<file path="src/rtl/dca_pkg.sv">
package dca_pkg;

    typedef enum logic [1:0] {
        ST_HOLD = 2'd0,
        ST_UP   = 2'd1,
        ST_DOWN = 2'd2
    } cnt_state_e;

    // Active-low segments, bit 0 = a ... bit 6 = g
    function automatic logic [6:0] seg_encode(input logic [3:0] digit);
        logic [6:0] lit;
        case (digit)
            4'd0:    lit = 7'h3F;
            4'd1:    lit = 7'h06;
            4'd2:    lit = 7'h5B;
            4'd3:    lit = 7'h4F;
            4'd4:    lit = 7'h66;
            4'd5:    lit = 7'h6D;
            4'd6:    lit = 7'h7D;
            4'd7:    lit = 7'h07;
            4'd8:    lit = 7'h7F;
            4'd9:    lit = 7'h6F;
            default: lit = 7'h00;
        endcase
        return ~lit;
    endfunction

endpackage

</file>
<file path="src/rtl/dca_tick_gen.sv">
module dca_tick_gen #(
    parameter int TICK_DIV = 25_000_000
) (
    input  logic clk,
    input  logic rst,
    output logic tick
);
    localparam int DIV_W = (TICK_DIV > 2) ? $clog2(TICK_DIV) : 1;
    localparam logic [DIV_W-1:0] LAST = DIV_W'(TICK_DIV - 1);

    logic [DIV_W-1:0] div_cnt;

    always_ff @(posedge clk) begin
        if (rst)                  div_cnt <= '0;
        else if (div_cnt == LAST) div_cnt <= '0;
        else                      div_cnt <= div_cnt + 1'b1;
    end

    assign tick = (div_cnt == LAST);

    AST_TICK_GAP: assert property (@(posedge clk) disable iff (rst)
        tick |=> !tick);

endmodule

</file>
<file path="src/rtl/dca_sync.sv">
module dca_sync #(
    parameter int          STAGES  = 2,
    parameter int          W       = 3,
    parameter logic [W-1:0] RST_VAL = '1
) (
    input  logic         clk,
    input  logic         rst,
    input  logic [W-1:0] din,
    output logic [W-1:0] dout
);
    logic [STAGES-1:0][W-1:0] chain;

    always_ff @(posedge clk) begin
        if (rst) chain <= {STAGES{RST_VAL}};
        else     chain <= {chain[STAGES-2:0], din};
    end

    assign dout = chain[STAGES-1];

endmodule

</file>
<file path="src/rtl/dca_counter.sv">
module dca_counter
    import dca_pkg::*;
#(
    parameter int MOD   = 100,
    parameter int CNT_W = $clog2(MOD)
) (
    input  logic             clk,
    input  logic             rst,
    input  logic             tick,
    input  logic             en,
    input  logic             up,
    output logic [CNT_W-1:0] cnt
);
    localparam logic [CNT_W-1:0] TOP = CNT_W'(MOD - 1);

    cnt_state_e state, state_nx;

    always_comb begin
        if (!en)     state_nx = ST_HOLD;
        else if (up) state_nx = ST_UP;
        else         state_nx = ST_DOWN;
    end

    // State register
    always_ff @(posedge clk) begin
        if (rst) state <= ST_HOLD;
        else     state <= state_nx;
    end

    // Count register, stepped by the current state
    always_ff @(posedge clk) begin
        if (rst) begin
            cnt <= '0;
        end else if (tick) begin
            unique case (state)
                ST_UP:   cnt <= (cnt == TOP) ? '0 : cnt + 1'b1;
                ST_DOWN: cnt <= (cnt == '0) ? TOP : cnt - 1'b1;
                ST_HOLD: cnt <= cnt;
                default: cnt <= cnt;
            endcase
        end
    end

    AST_CNT_RANGE: assert property (@(posedge clk) disable iff (rst)
        cnt <= TOP);
    AST_UP_WRAP: assert property (@(posedge clk) disable iff (rst)
        (tick && state == ST_UP && cnt == TOP) |=> (cnt == '0));
    AST_DOWN_WRAP: assert property (@(posedge clk) disable iff (rst)
        (tick && state == ST_DOWN && cnt == '0) |=> (cnt == TOP));
    AST_HOLD_STABLE: assert property (@(posedge clk) disable iff (rst)
        (!tick || state == ST_HOLD) |=> $stable(cnt));

endmodule

</file>
<file path="src/rtl/dual_count_adder.sv">
module dual_count_adder
    import dca_pkg::*;
#(
    parameter int TICK_DIV = 25_000_000,
    parameter int MOD      = 100,
    parameter int LED_W    = 10
) (
    input  logic             clk,
    input  logic             rst,
    input  logic             key_a_n,
    input  logic             key_b_n,
    input  logic             dir_up,
    output logic [6:0]       hex_a_hi,
    output logic [6:0]       hex_a_lo,
    output logic [6:0]       hex_b_hi,
    output logic [6:0]       hex_b_lo,
    output logic [6:0]       hex_s_hi,
    output logic [6:0]       hex_s_lo,
    output logic [LED_W-1:0] bar
);
    localparam int CNT_W  = $clog2(MOD);
    localparam int SUM_W  = CNT_W + 1;
    localparam int NDIG   = 6;
    localparam int DEC    = 10;

    logic             tick;
    logic [2:0]       sync_q;
    logic [CNT_W-1:0] cnt_a, cnt_b;
    logic [SUM_W-1:0] sum, sum_lo;
    logic             carry;
    logic [3:0]       digit [NDIG];
    logic [6:0]       seg   [NDIG];

    dca_tick_gen #(.TICK_DIV(TICK_DIV)) u_tick (
        .clk(clk), .rst(rst), .tick(tick)
    );

    dca_sync #(.STAGES(2), .W(3), .RST_VAL(3'b111)) u_sync (
        .clk(clk), .rst(rst),
        .din({dir_up, key_b_n, key_a_n}),
        .dout(sync_q)
    );

    dca_counter #(.MOD(MOD), .CNT_W(CNT_W)) u_cnt_a (
        .clk(clk), .rst(rst), .tick(tick),
        .en(!sync_q[0]), .up(sync_q[2]), .cnt(cnt_a)
    );

    dca_counter #(.MOD(MOD), .CNT_W(CNT_W)) u_cnt_b (
        .clk(clk), .rst(rst), .tick(tick),
        .en(!sync_q[1]), .up(sync_q[2]), .cnt(cnt_b)
    );

    always_comb begin
        sum      = SUM_W'(cnt_a) + SUM_W'(cnt_b);
        carry    = (sum >= SUM_W'(MOD));
        sum_lo   = carry ? sum - SUM_W'(MOD) : sum;
        digit[0] = 4'(cnt_a / CNT_W'(DEC));
        digit[1] = 4'(cnt_a % CNT_W'(DEC));
        digit[2] = 4'(cnt_b / CNT_W'(DEC));
        digit[3] = 4'(cnt_b % CNT_W'(DEC));
        digit[4] = 4'(sum_lo / SUM_W'(DEC));
        digit[5] = 4'(sum_lo % SUM_W'(DEC));
    end

    for (genvar g = 0; g < NDIG; g++) begin : g_seg
        assign seg[g] = seg_encode(digit[g]);
    end

    assign hex_a_hi = seg[0];
    assign hex_a_lo = seg[1];
    assign hex_b_hi = seg[2];
    assign hex_b_lo = seg[3];
    assign hex_s_hi = seg[4];
    assign hex_s_lo = seg[5];
    assign bar      = {LED_W{carry}};

    AST_BAR_UNIFORM: assert property (@(posedge clk) disable iff (rst)
        (bar == '0) || (&bar));

endmodule

</file>
<file path="config.mk">
export PLATFORM = sky130hd
export DESIGN_NAME = dual_count_adder
export DESIGN_NICKNAME = d
export VERILOG_FILES = /design/src/rtl/dca_pkg.sv /design/src/rtl/dca_tick_gen.sv /design/src/rtl/dca_sync.sv /design/src/rtl/dca_counter.sv /design/src/rtl/dual_count_adder.sv
export SDC_FILE = /design/constraint.sdc
export NUM_CORES = 1
export LEC_CHECK = 0
export ABC_AREA = 1
export BUFFER_PORTS_ARGS = -buffer_cell sky130_fd_sc_hd__buf_2
export CORE_MARGIN = 2
export CORE_UTILIZATION = 45
export CTS_CLUSTER_SIZE = 16
export DETAILED_ROUTE_END_ITERATION = 6
export GPL_ROUTABILITY_DRIVEN = 0
export REMOVE_ABC_BUFFERS = 1
export SETUP_SLACK_MARGIN = 0.02
export SLEW_MARGIN = 5
export SYNTH_ARGS = -nofsm -noshare
export SYNTH_HDL_FRONTEND = slang
export SYNTH_SLANG_ARGS = --single-unit
</file>
<file path="constraint.sdc">
create_clock -name clk -period 8.98 [get_ports clk]
set_clock_uncertainty 0.05 [all_clocks]
set_input_delay 0 -clock clk [delete_from_list [all_inputs] [get_ports clk]]
set_output_delay 0 -clock clk [all_outputs]
set_load 0.03 [all_outputs]
</file>
==> results of run 1 <==
-- path summary, 6_finish.rpt --
kind	from	endpoint
min reg2reg	u_sync.chain[1]	u_sync.dout[1]
min	rst	u_cnt_a.cnt[4]
max	u_cnt_a.cnt[0]	hex_s_lo[5]
max reg2reg	u_tick.div_cnt[0]	u_tick.div_cnt[24]
-- cell usage after synthesis (all sizes together) --
master  instances  area (sq um)
nand2         220           938
inv           137           514
nor2           85           344
nand3          65           405
o21ai          58           298
ha             55           688
dfxtp          49           981
a21oi          32           183
nor3           27           135
xor2           23           209
buf            11          80.1
nand4           9          56.3
nor3b           9          67.6
a31oi           8          65.1
clkbuf          8          30.0
or2             8          50.1
nor4            5          31.3
o22ai           5          31.3
a211oi          4          30.0
xnor2           3          26.3
a221oi          2          17.5
clkinv          2          7.51
o21bai          2          18.8
a21boi          1          18.8
a31o            1          8.76
fa              1          20.0
mux2i           1          10.0
o21a            1          7.51
-- per-stage QoR --
step / utilization / cell area, sq um / power [mW] / setup slack (ps) / cells
finish: 0.508 / 5800 / 0.412 / 3850 / 1023
global route: 0.508 / 5800 / 0.429 / 3260 / 1023
CTS: 0.508 / 5800 / 0.420 / 3800 / 1023
detailed placement: 0.492 / 5620 / 0.235 / 4120 / 1012
global placement: 0.492 / 5620 / 0.234 / 4300 / 1012
floorplan: - / 5160 / 0.231 / 3680 / 813
-- power groups by stage --
stage / Sequential (mW) / Clock [mW] / Combinational [mW]
2_1_floorplan: 0.226 / 0 / 0.00521
3_3_place_gp: 0.226 / 0 / 0.00831
3_5_place_dp: 0.226 / 0 / 0.00859
4_1_cts: 0.221 / 0.189 / 0.00958
5_1_grt: 0.221 / 0.196 / 0.0111
6_report: 0.221 / 0.182 / 0.00941
-- cell type report --
| type | count | area, sq um |
|---|---|---|
| Fill cell | 1193 | 5620 |
| Multi-Input combinational cell | 625 | 3660 |
| Sequential cell | 49 | 981 |
| Inverter | 139 | 522 |
| Timing Repair Buffer | 59 | 310 |
| Tap cell | 143 | 179 |
| Clock buffer | 5 | 125 |
| Clock inverter | 3 | 21.3 |
-- flip-flops by register name (all words and copies together) (netlist names) --
| name | flops |
|---|---|
| u_cnt_b.state | 2 |
| u_sync.dout | 3 |
| u_cnt_a.cnt | 7 |
| u_cnt_b.cnt | 7 |
| u_cnt_a.state | 2 |
| u_tick.div_cnt | 25 |
| u_sync.chain | 3 |
-- metal layers --
metal | global-route usage | up-vias | share of wire
met5 | 0 | - | 0
met3 | 0.0189 | 8 | 0.022
met1 | 0.230 | 2216 | 0.49
li1 | - | 2740 | -
met2 | 0.334 | 58 | 0.48
met4 | 0.0309 | 0 | 0.0057
-- critical path, delay by kind of cell, from the launching register on --
family / cells / cell delay (ps)
AND/OR/NAND/NOR: 24 / 2340
adder cells (fa/ha/maj): 5 / 1400
buffers and inverters: 7 / 570
flip-flops: 1 / 400
AO/OA/AOI/OAI: 1 / 50
-- kinds of logic (layout without fill, tap and decap cells) --
family / Yosys count / count (layout) / synth area share
buffers and inverters: 158 / 206 / 0.120
and+or+nand+nor: 428 / 428 / 0.385
DFF: 49 / 49 / 0.186
xor gates and xnor gates: 26 / 26 / 0.0446
adders and majority gates: 56 / 56 / 0.134
muxes: 1 / 1 / 0.00190
AOI/OAI and AO/OA: 114 / 114 / 0.129
==> impl_metrics.csv, run 1 <==
group,metric,value,unit
timing,slew_violations,0,
power_and_ir_drop,p_per_area,71.1,nW/um^2
timing,tns,0,ps
timing,maxSlewHeadroom,0.401,
clocking,cts_setup_buffers,0,
route,wirelength,11.1,mm
power_and_ir_drop,combinationalPowerShare,0.023,
route,drc,0,
timing,worst_slew_pin_slew,896,ps
worst_hold_path,min_path_type,"in -> reg",
layout,layout_common_cells,"191 x nand2_1, 115 x inv_1, 81 x nor2_1, 56 x buf_2, 55 x ha_1",
grt,grt_util_all_layers,0.181,
layout,area_delta_synth_final,9.97,%
route,viasPerCell,4.91,
clocking,clk_latency,280,ps
synthesis,synth_area_per_cell,6.34,sq um
route,firstDrtPassIters,5,
layout,layout_commonest_cell,"nand2_1",
status,status,"finished clean",
layout,final_layout_size_suffix_gt1_frac,0.170,
floorplanning,fp.dieW,112,um
power_and_ir_drop,ir_drop,79.1,uV
timing,hold_violations,0,
critical_path,cpPeakStageDelay,410,ps
route,num_vias,5022,
power_and_ir_drop,p_sw,0.0849,mW
timing,rsz0062_at_grt,"no",
grt,grt_pass1_wl,20.2,mm
critical_path,r2r_setup_slack,6130,ps
clocking,clk_pin_slew,60,ps
floorplanning,die_height,112,um
clocking,htreeDepth,2,
route,drtIter0Drc,237,
timing,setup_viol_count_final,0,
power_and_ir_drop,seq_power_share,0.536,
synthesis,synth-seq-cells,49,
synthesis,synth_cells,832,
power_and_ir_drop,clkPwrFrac,0.441,
critical_path,crit_path_max_fanout,16,
critical_path,cpMostUsedCell,"nand2_1",
floorplanning,coreArea,11400,sq um
layout,fin_nets,940,
critical_path,reg2regPathDepth,13,
critical_path,crit_required,8930,ps
clocking,postCtsHoldBufs,3,
route,drtAntennaViolNets,0,
synthesis,seq_area_frac_synth,0.186,
grt,grt_pass1_vias,4790,
synthesis,synth_area,5270,sq um
power_and_ir_drop,p_int,0.327,mW
synthesis,yosysUniqueCellTypes,44,
floorplanning,pin_count,57,
grt,overflow,0,
clocking,cts.path.max_buffers,2,
critical_path,cp-end-kind,"primary output",
clocking,clock-sinks,49,
floorplanning,die-area,12600,sq um
worst_hold_path,whs_path_depth,2,
clocking,cts_resized,0,
synthesis,yosysWarnings,0,
critical_path,crit_slowest_cell,"fa_1",
critical_path,critPathLaunchType,"flop",
critical_path,arrival,5080,ps
clocking,cts_tree,"done",
placement,place_hpwl,9.08,mm
timing,min_period,5130,ps
critical_path,path_class,"reg -> out",
power_and_ir_drop,switching_share,0.206,
grt,antenna_found_initial,0,
layout,n_antenna_cell,0,
clocking,clock-root-buffer,"clkbuf_16",
timing,max_freq,195,MHz
timing,period_share,0.572,
flow_run,drv_cap,0,
placement,port_buffers,56,
power_and_ir_drop,p_leak,3.12,nW
floorplanning,start_util,0.462,
route,routedWlPerCell,10.9,um
timing,holdWs,78.0,ps
floorplanning,rows,39,
grt,grt_max_degree,26,
clocking,cts_buffers,5,
Note: power is estimated with default switching activity, not from simulation.
==> inputs of run 2 (changes only) <==
--- a/config.mk
+++ b/config.mk
@@ -5,13 +5,14 @@
 export SDC_FILE = /design/constraint.sdc
 export NUM_CORES = 1
 export LEC_CHECK = 0
-export ABC_AREA = 1
+export ABC_AREA = 0
 export BUFFER_PORTS_ARGS = -buffer_cell sky130_fd_sc_hd__buf_2
 export CORE_MARGIN = 2
 export CORE_UTILIZATION = 45
 export CTS_CLUSTER_SIZE = 16
 export DETAILED_ROUTE_END_ITERATION = 6
 export GPL_ROUTABILITY_DRIVEN = 0
+export PLACE_DENSITY = 0.66
 export REMOVE_ABC_BUFFERS = 1
 export SETUP_SLACK_MARGIN = 0.02
 export SLEW_MARGIN = 5
==> constraint.sdc (replaced) <==
create_clock -name clk -period 4.2 [get_ports clk]
set_clock_uncertainty 0.05 [all_clocks]
set_input_delay 0 -clock clk [delete_from_list [all_inputs] [get_ports clk]]
set_output_delay 0 -clock clk [all_outputs]
set_load 0.03 [all_outputs]
==> run 2 against run 1 <==
Effect of this change:
- the run now ends with DRC, setup timing left
- synthesized cell count shrank 11%
- via count grew 22%
- first-iteration DRC count grew to 2.7 times the previous value
- sequential share of layout area shrank 3.8 points
- cell count grew 2.7%
- core utilization grew 13 points
- clock power grew to 2.5 times the previous value
- global-route usage grew 4.2 points
- non-clock buffer count grew 134
- register-to-register slack lost 4600 ps
- largest cell class unchanged
- routed wire length grew 43%
- largest power group unchanged
- area after synthesis grew 2.8%
==> impl_metrics.csv, run 2 <==
group,metric,value,unit
critical_path,r2r_setup_slack,1530,ps
grt,use_met1,0.278,
critical_path,crit_path_max_fanout,4,
route,routedWlPerCell,15.1,um
layout,final_layout_size_suffix_gt1_frac,0.346,
timing,slew_violations,0,
clocking,clock-root-buffer,"clkbuf_16",
timing,max_freq,183,MHz
timing,min_period,5450,ps
route,drc,1,
worst_hold_path,min_path_type,"in -> reg",
floorplanning,die-area,12900,sq um
floorplanning,rows,40,
critical_path,r2r_end,"u_cnt_a.cnt[3]",
power_and_ir_drop,ir_drop,200,uV
synthesis,synth_most_common_cell,"nor2_1",
timing,finalWorstSetupSlack,-1250,ps
timing,maxSlewHeadroom,0.428,
timing,holdWs,106,ps
critical_path,r2r-start,"u_tick.div_cnt[9]",
status,violations,"DRC, setup timing",
synthesis,synth_edf_count,0,
grt,met2_usage,0.415,
worst_hold_path,hold_start,"rst",
status,status,"complete, but fails checks",
route,drtAntennaViolNets,0,
floorplanning,start_util,0.457,
grt,overflow,0,
layout,area_delta_synth_final,39.3,%
synthesis,synth_cells,744,
critical_path,cp-end-kind,"primary output",
timing,rsz0062_at_grt,"yes",
route,num_vias,6115,
layout,biggestRegsByFlops,"u_tick.div_cnt: 25 flops, u_cnt_a.cnt: 7 flops, u_cnt_b.cnt: 7 flops",
placement,port_buffers,56,
critical_path,crit_required,4150,ps
synthesis,synthArstFlopShare,0,
synthesis,synth-seq-cells,49,
synthesis,synth_area_per_cell,7.29,sq um
layout,post-route-util,0.637,
floorplanning,pin_count,57,
grt,grtUsageMet3,0.0202,
route,firstDrtPassIters,7,
route,wirelength,15.9,mm
synthesis,yosysUniqueCellTypes,73,
synthesis,yosysWarnings,0,
grt,grt_util_all_layers,0.223,
synthesis,ys.flop_type,"dfxtp_1",
layout,layout_common_cells,"125 x buf_4, 93 x nor2_1, 54 x nand2_1, 53 x a21oi_1, 45 x dfxtp_1",
grt,grt_pass1_vias,5610,
clocking,cts_tree,"done",
placement,place_hpwl,10.5,mm
route,drtIter0Drc,635,
synthesis,netlist_top_cells_count,"97 x nor2_1, 64 x a21oi_1, 60 x nand2_1",
power_and_ir_drop,p_per_area,126,nW/um^2
timing,hold_violations,0,
timing,worst_slew_pin_slew,856,ps
synthesis,seq_area_frac_synth,0.181,
timing,setup_viol_count_final,14,
power_and_ir_drop,p_leak,3.25,nW
grt,antenna_found_initial,0,
synthesis,synth_area,5420,sq um
critical_path,arrival,5400,ps
synthesis,ys_top_cells_by_area,"dfxtp_1 18%, ha_1 13%, nor2_1 6.7%",
floorplanning,coreArea,11900,sq um
clocking,cts.path.max_buffers,2,
grt,grt_pass1_wl,25.0,mm
timing,period_share,1.30,
clocking,htreeDepth,2,
grt,grt_max_degree,26,
layout,largest_reg_flops,25,
clocking,cts_buffers,5,
flow_run,drv_cap,0,
layout,layout_commonest_cell,"buf_4",
synthesis,synth_area_leader_cell,"dfxtp_1",
placement,pre_cts_ws,-913,ps
floorplanning,fp.dieW,114,um
clocking,clk_latency,290,ps
power_and_ir_drop,finalPower,0.954,mW
critical_path,critPathLaunchType,"flop",
layout,fin_nets,964,
clocking,clock-sinks,49,
route,viasPerCell,5.82,
clocking,clk_pin_slew,70,ps
layout,regMostFlops,"u_tick.div_cnt",
critical_path,reg2regPathDepth,8,
worst_hold_path,whs_path_depth,2,
worst_hold_path,whs_endpoint,"u_cnt_a.cnt[1]",
critical_path,path_class,"reg -> out",
layout,n_antenna_cell,0,
grt,grt_most_used_layer,"met2",
synthesis,synth_top_area_share,0.181,
floorplanning,die_height,114,um
run 2: cell types whose count changed in the layout (fill, tap and decap cells not counted), moves of 16 or more:
cell / before / now
a21oi_1: 28 / 53
ha_1: 55 / 38
nand2_1: 191 / 54
nor2b_1: 0 / 16
buf_6: 0 / 23
buf_4: 0 / 125
inv_1: 115 / 32
inv_2: 22 / 1
nand3_1: 52 / 24
run 2: kinds of logic after synthesis:
logic type | share of synthesized area
AO/OA/AOI/OAI | 0.256
adder cells (fa/ha/maj) | 0.134
multiplexers | 0.0348
AND/OR/NAND/NOR | 0.263
XOR/XNOR | 0.0692
buffers and inverters | 0.0612
flip-flops | 0.181
run 2: power by group:
group | leakage, nW | internal, mW | switching, mW
Clock | 0.0848 | 0.285 | 0.176
Combinational | 2.77 | 0.00902 | 0.0117
Sequential | 0.399 | 0.469 | 0.00322
run 2: final cells by class:
class | count | area (sq um)
multi-input combinational | 619 | 4630
clock buffer | 5 | 125
tap | 147 | 184
timing repair buffer | 193 | 1440
fill | 988 | 4310
clock inverter | 3 | 47.5
inverter | 35 | 136
sequential | 49 | 988
run 2: per-stage QoR:
stage | instance area, sq um | setup TNS [ps] | std cells
finish | 7550 | -13070 | 1051
CTS | 7170 | -9990 | 1042
floorplan | 5220 | -17930 | 703
global placement | 6500 | -6540 | 1015
detailed placement | 6500 | -8590 | 1015
global route | 7550 | -14940 | 1051
run 2: worst max path at each step:
stage	slack, ps	depth (start not counted)	start	endpoint
after floorplan	-1930	23	u_cnt_b.cnt[1]	hex_s_lo[0]
after global placement	-730	22	u_cnt_a.cnt[0]	hex_s_lo[3]
after detailed placement	-910	24	u_cnt_a.cnt[1]	hex_s_lo[3]
after CTS	-980	20	u_cnt_b.cnt[0]	hex_s_lo[3]
after global routing	-1380	23	u_cnt_a.cnt[0]	hex_s_lo[0]
final	-1250	21	u_cnt_a.cnt[0]	hex_s_lo[0]
run 2: metal layers:
layer / vias up / part of all wire
met4: 0 / 0.023
met5: - / 0
li1: 2980 / -
met3: 48 / 0.037
met2: 195 / 0.52
met1: 2892 / 0.43
run 2: critical path: stages, from the launching register on:
cell and delay, ps:
dfxtp_2 340, ha_4 160, fa_2 350, a211o_4 370, and3_4 200, or3_4 400, buf_6 140, a31oi_4 240
mux2i_2 340, a21oi_2 70, o311a_4 380, o31a_1 350, o21bai_4 170, nor2_4 50, a211oi_4 260, xnor2_2 200
inv_2 110, ha_4 180, and3_4 170, a311oi_2 290, o41ai_2 150, buf_4 190
run 2: repair_timing:
| action | CTS | global route |
|---|---|---|
| setup endpoints to repair | 14 | 25 |
| hold endpoints to repair | 3 | 0 |
| hold buffers | 3 | 0 |
| resized for setup | 81 | 76 |
| setup buffers | 18 | 12 |
| pin swaps | 31 | 35 |
| gates cloned | 0 | 0 |
==> inputs of run 3 (changes only) <==
--- a/config.mk
+++ b/config.mk
@@ -13,7 +13,6 @@
 export DETAILED_ROUTE_END_ITERATION = 6
 export GPL_ROUTABILITY_DRIVEN = 0
 export PLACE_DENSITY = 0.66
-export REMOVE_ABC_BUFFERS = 1
 export SETUP_SLACK_MARGIN = 0.02
 export SLEW_MARGIN = 5
 export SYNTH_ARGS = -nofsm -noshare
==> run 3 against run 2 <==
Effect of this change:
- the flow finishes with violations (setup timing)
- critical path depth grew 1
- largest power group unchanged
- combinational power shrank 2%
- design area shrank 0.22%
- die area is the same
- core utilization shrank 0.14 points
- first-iteration DRC count shrank 17%
- flip-flop and latch count is the same
==> impl_metrics.csv, run 3 (synthesis gave the netlist of run 2 again) <==
group,metric,value,unit
timing,period_share,1.27,
route,num_vias,5827,
layout,n_antenna_cell,0,
route,drtAntennaViolNets,0,
timing,maxSlewHeadroom,0.462,
timing,worst_slew_pin_slew,805,ps
power_and_ir_drop,p_sw,0.183,mW
timing,finalWorstSetupSlack,-1110,ps
flow_run,drv_cap,0,
timing,min_period,5310,ps
timing,max_freq,188,MHz
timing,holdWs,80.3,ps
grt,grt_pass1_wl,23.9,mm
critical_path,path_buf_inv,4,
placement,pre_cts_ws,-874,ps
floorplanning,start_util,0.457,
power_and_ir_drop,p_leak,3.21,nW
floorplanning,die-area,12900,sq um
critical_path,arrival,5260,ps
layout,post-route-util,0.635,
route,drtIter0Drc,525,
layout,nFillCells,992,
critical_path,cp-end-kind,"primary output",
grt,antenna_found_initial,0,
layout,biggestRegsByFlops,"u_tick.div_cnt: 25 flops, u_cnt_a.cnt: 7 flops, u_cnt_b.cnt: 7 flops",
placement,place_hpwl,10.4,mm
clocking,cts.path.max_buffers,2,
route,routedWlPerCell,14.0,um
grt,grt_util_all_layers,0.215,
route,drc,0,
placement,port_buffers,56,
layout,ff_latch_area,991,sq um
status,violations,"setup timing",
power_and_ir_drop,switching_share,0.199,
clocking,cts_tree,"done",
layout,area_delta_synth_final,39.0,%
power_and_ir_drop,ir_drop,226,uV
critical_path,path_class,"reg -> out",
grt,grt_max_degree,26,
layout,layout_commonest_cell,"buf_4",
timing,slew_violations,0,
clocking,clock-root-buffer,"clkbuf_16",
critical_path,crit_slowest_cell,"or3_4",
timing,tns,-10410,ps
power_and_ir_drop,p_per_area,122,nW/um^2
clocking,clk_latency,280,ps
status,status,"complete, but fails checks",
timing,hold_violations,0,
power_and_ir_drop,combinationalPowerShare,0.022,
critical_path,crit_family,"compound AO/OA/AOI/OAI gates",
power_and_ir_drop,finalPower,0.919,mW
layout,largest_reg_flops,25,
critical_path,cpPeakStageDelay,390,ps
layout,layout_common_cells,"107 x buf_4, 93 x nor2_1, 57 x nand2_1, 52 x a21oi_1, 45 x dfxtp_1",
floorplanning,coreArea,11900,sq um
route,firstDrtPassIters,5,
grt,grt_pass1_vias,5469,
timing,rsz0062_at_grt,"yes",
floorplanning,rows,40,
critical_path,crit_path_max_fanout,4,
critical_path,critPathLaunchType,"flop",
floorplanning,fp.dieW,114,um
route,wirelength,14.5,mm
clocking,cts_buffers,5,
grt,overflow,0,
power_and_ir_drop,p_int,0.736,mW
critical_path,crit_required,4150,ps
power_and_ir_drop,seq_power_share,0.514,
clocking,clock-sinks,49,
floorplanning,pin_count,57,
layout,regMostFlops,"u_tick.div_cnt",
floorplanning,die_height,114,um
timing,setup_viol_count_final,14,
clocking,clk_pin_slew,60,ps
synthesis,synth_nets,805,
layout,final_layout_size_suffix_gt1_frac,0.339,
layout,multi_input_comb_area,4740,sq um
clocking,htreeDepth,2,
worst_hold_path,min_path_type,"in -> reg",
power_and_ir_drop,clkPwrFrac,0.464,
route,viasPerCell,5.64,
critical_path,path_cells,"ha_4 > fa_2 > a211o_4 > and3_4 > or3_4 > buf_6 > a31oi_4 > buf_6 > mux2i_2 > nor2_1 > o311a_4 > o31a_1 > o21bai_4 > nor2_4 > a211oi_4 > xnor2_2 > buf_4 > ha_4 > nor2b_4 > a311oi_4 > o41ai_4 > buf_4",
layout,fin_nets,947,
-- run 3: changes by cell type in the layout (fill, tap and decap cells not counted), sizes merged --
cell	previous run	this run
clkinv	0	1
bufinv	1	0
inv	37	35
buf	189	173
clkbuf	6	7
-- run 3: through the flow --
stage / cells / cell area, sq um
2_1_floorplan: 744 / 5700
6_report: 1034 / 7530
3_5_place_dp: 1008 / 6720
5_1_grt: 1034 / 7530
4_1_cts: 1026 / 7260
3_3_place_gp: 1008 / 6720
-- run 3: final timing paths --
kind	startpoint	end	slack (ps)	depth (start not counted)
setup / recovery	u_cnt_b.cnt[0]	hex_s_lo[3]	-1110	22
setup reg to reg	u_tick.div_cnt[0]	u_cnt_b.cnt[0]	1490	7
hold / removal	rst	u_cnt_b.cnt[1]	80	2
hold reg to reg	u_sync.chain[1]	u_sync.dout[1]	360	1
-- run 3: layer usage --
metal	track usage	share of wire	up-vias
met3	0.0239	0.033	17
met1	0.268	0.44	2743
met2	0.392	0.52	136
li1	-	-	2931
met5	0	0	-
met4	0.0610	0.015	0
-- run 3: timing repair --
action,CTS,global route
endpoints found under the setup margin,17,27
gates cloned,0,0
gates resized for setup,68,49
endpoints found under the hold margin,3,0
hold buffers,3,0
buffers inserted,8,12
pin swaps,22,24
-- run 3: area by class of cell --
| cell class | instances | area share |
|---|---|---|
| tap | 147 | 0.0244 |
| inverter | 35 | 0.0181 |
| sequential | 49 | 0.132 |
| clock buffer | 7 | 0.0204 |
| timing repair buffer | 176 | 0.176 |
| multi-input combinational | 619 | 0.629 |
| clock inverter | 1 | 0.00116 |
-- run 3: worst reg2reg max path: stages (launching register included) --
cell	delay (ps)
dfxtp_1	370
ha_1	200
and3_1	210
and3_1	290
and4_1	280
nor2b_1	670
o21ai_0	200
a221oi_1	340
-- run 3: power groups by stage --
stage / clock network [mW] / registers (mW) / logic, mW
floorplan: 0 / 0.482 / 0.0140
global placement: 0 / 0.482 / 0.0174
detailed placement: 0 / 0.483 / 0.0185
CTS: 0.433 / 0.472 / 0.0207
global route: 0.452 / 0.473 / 0.0236
finish: 0.426 / 0.472 / 0.0203
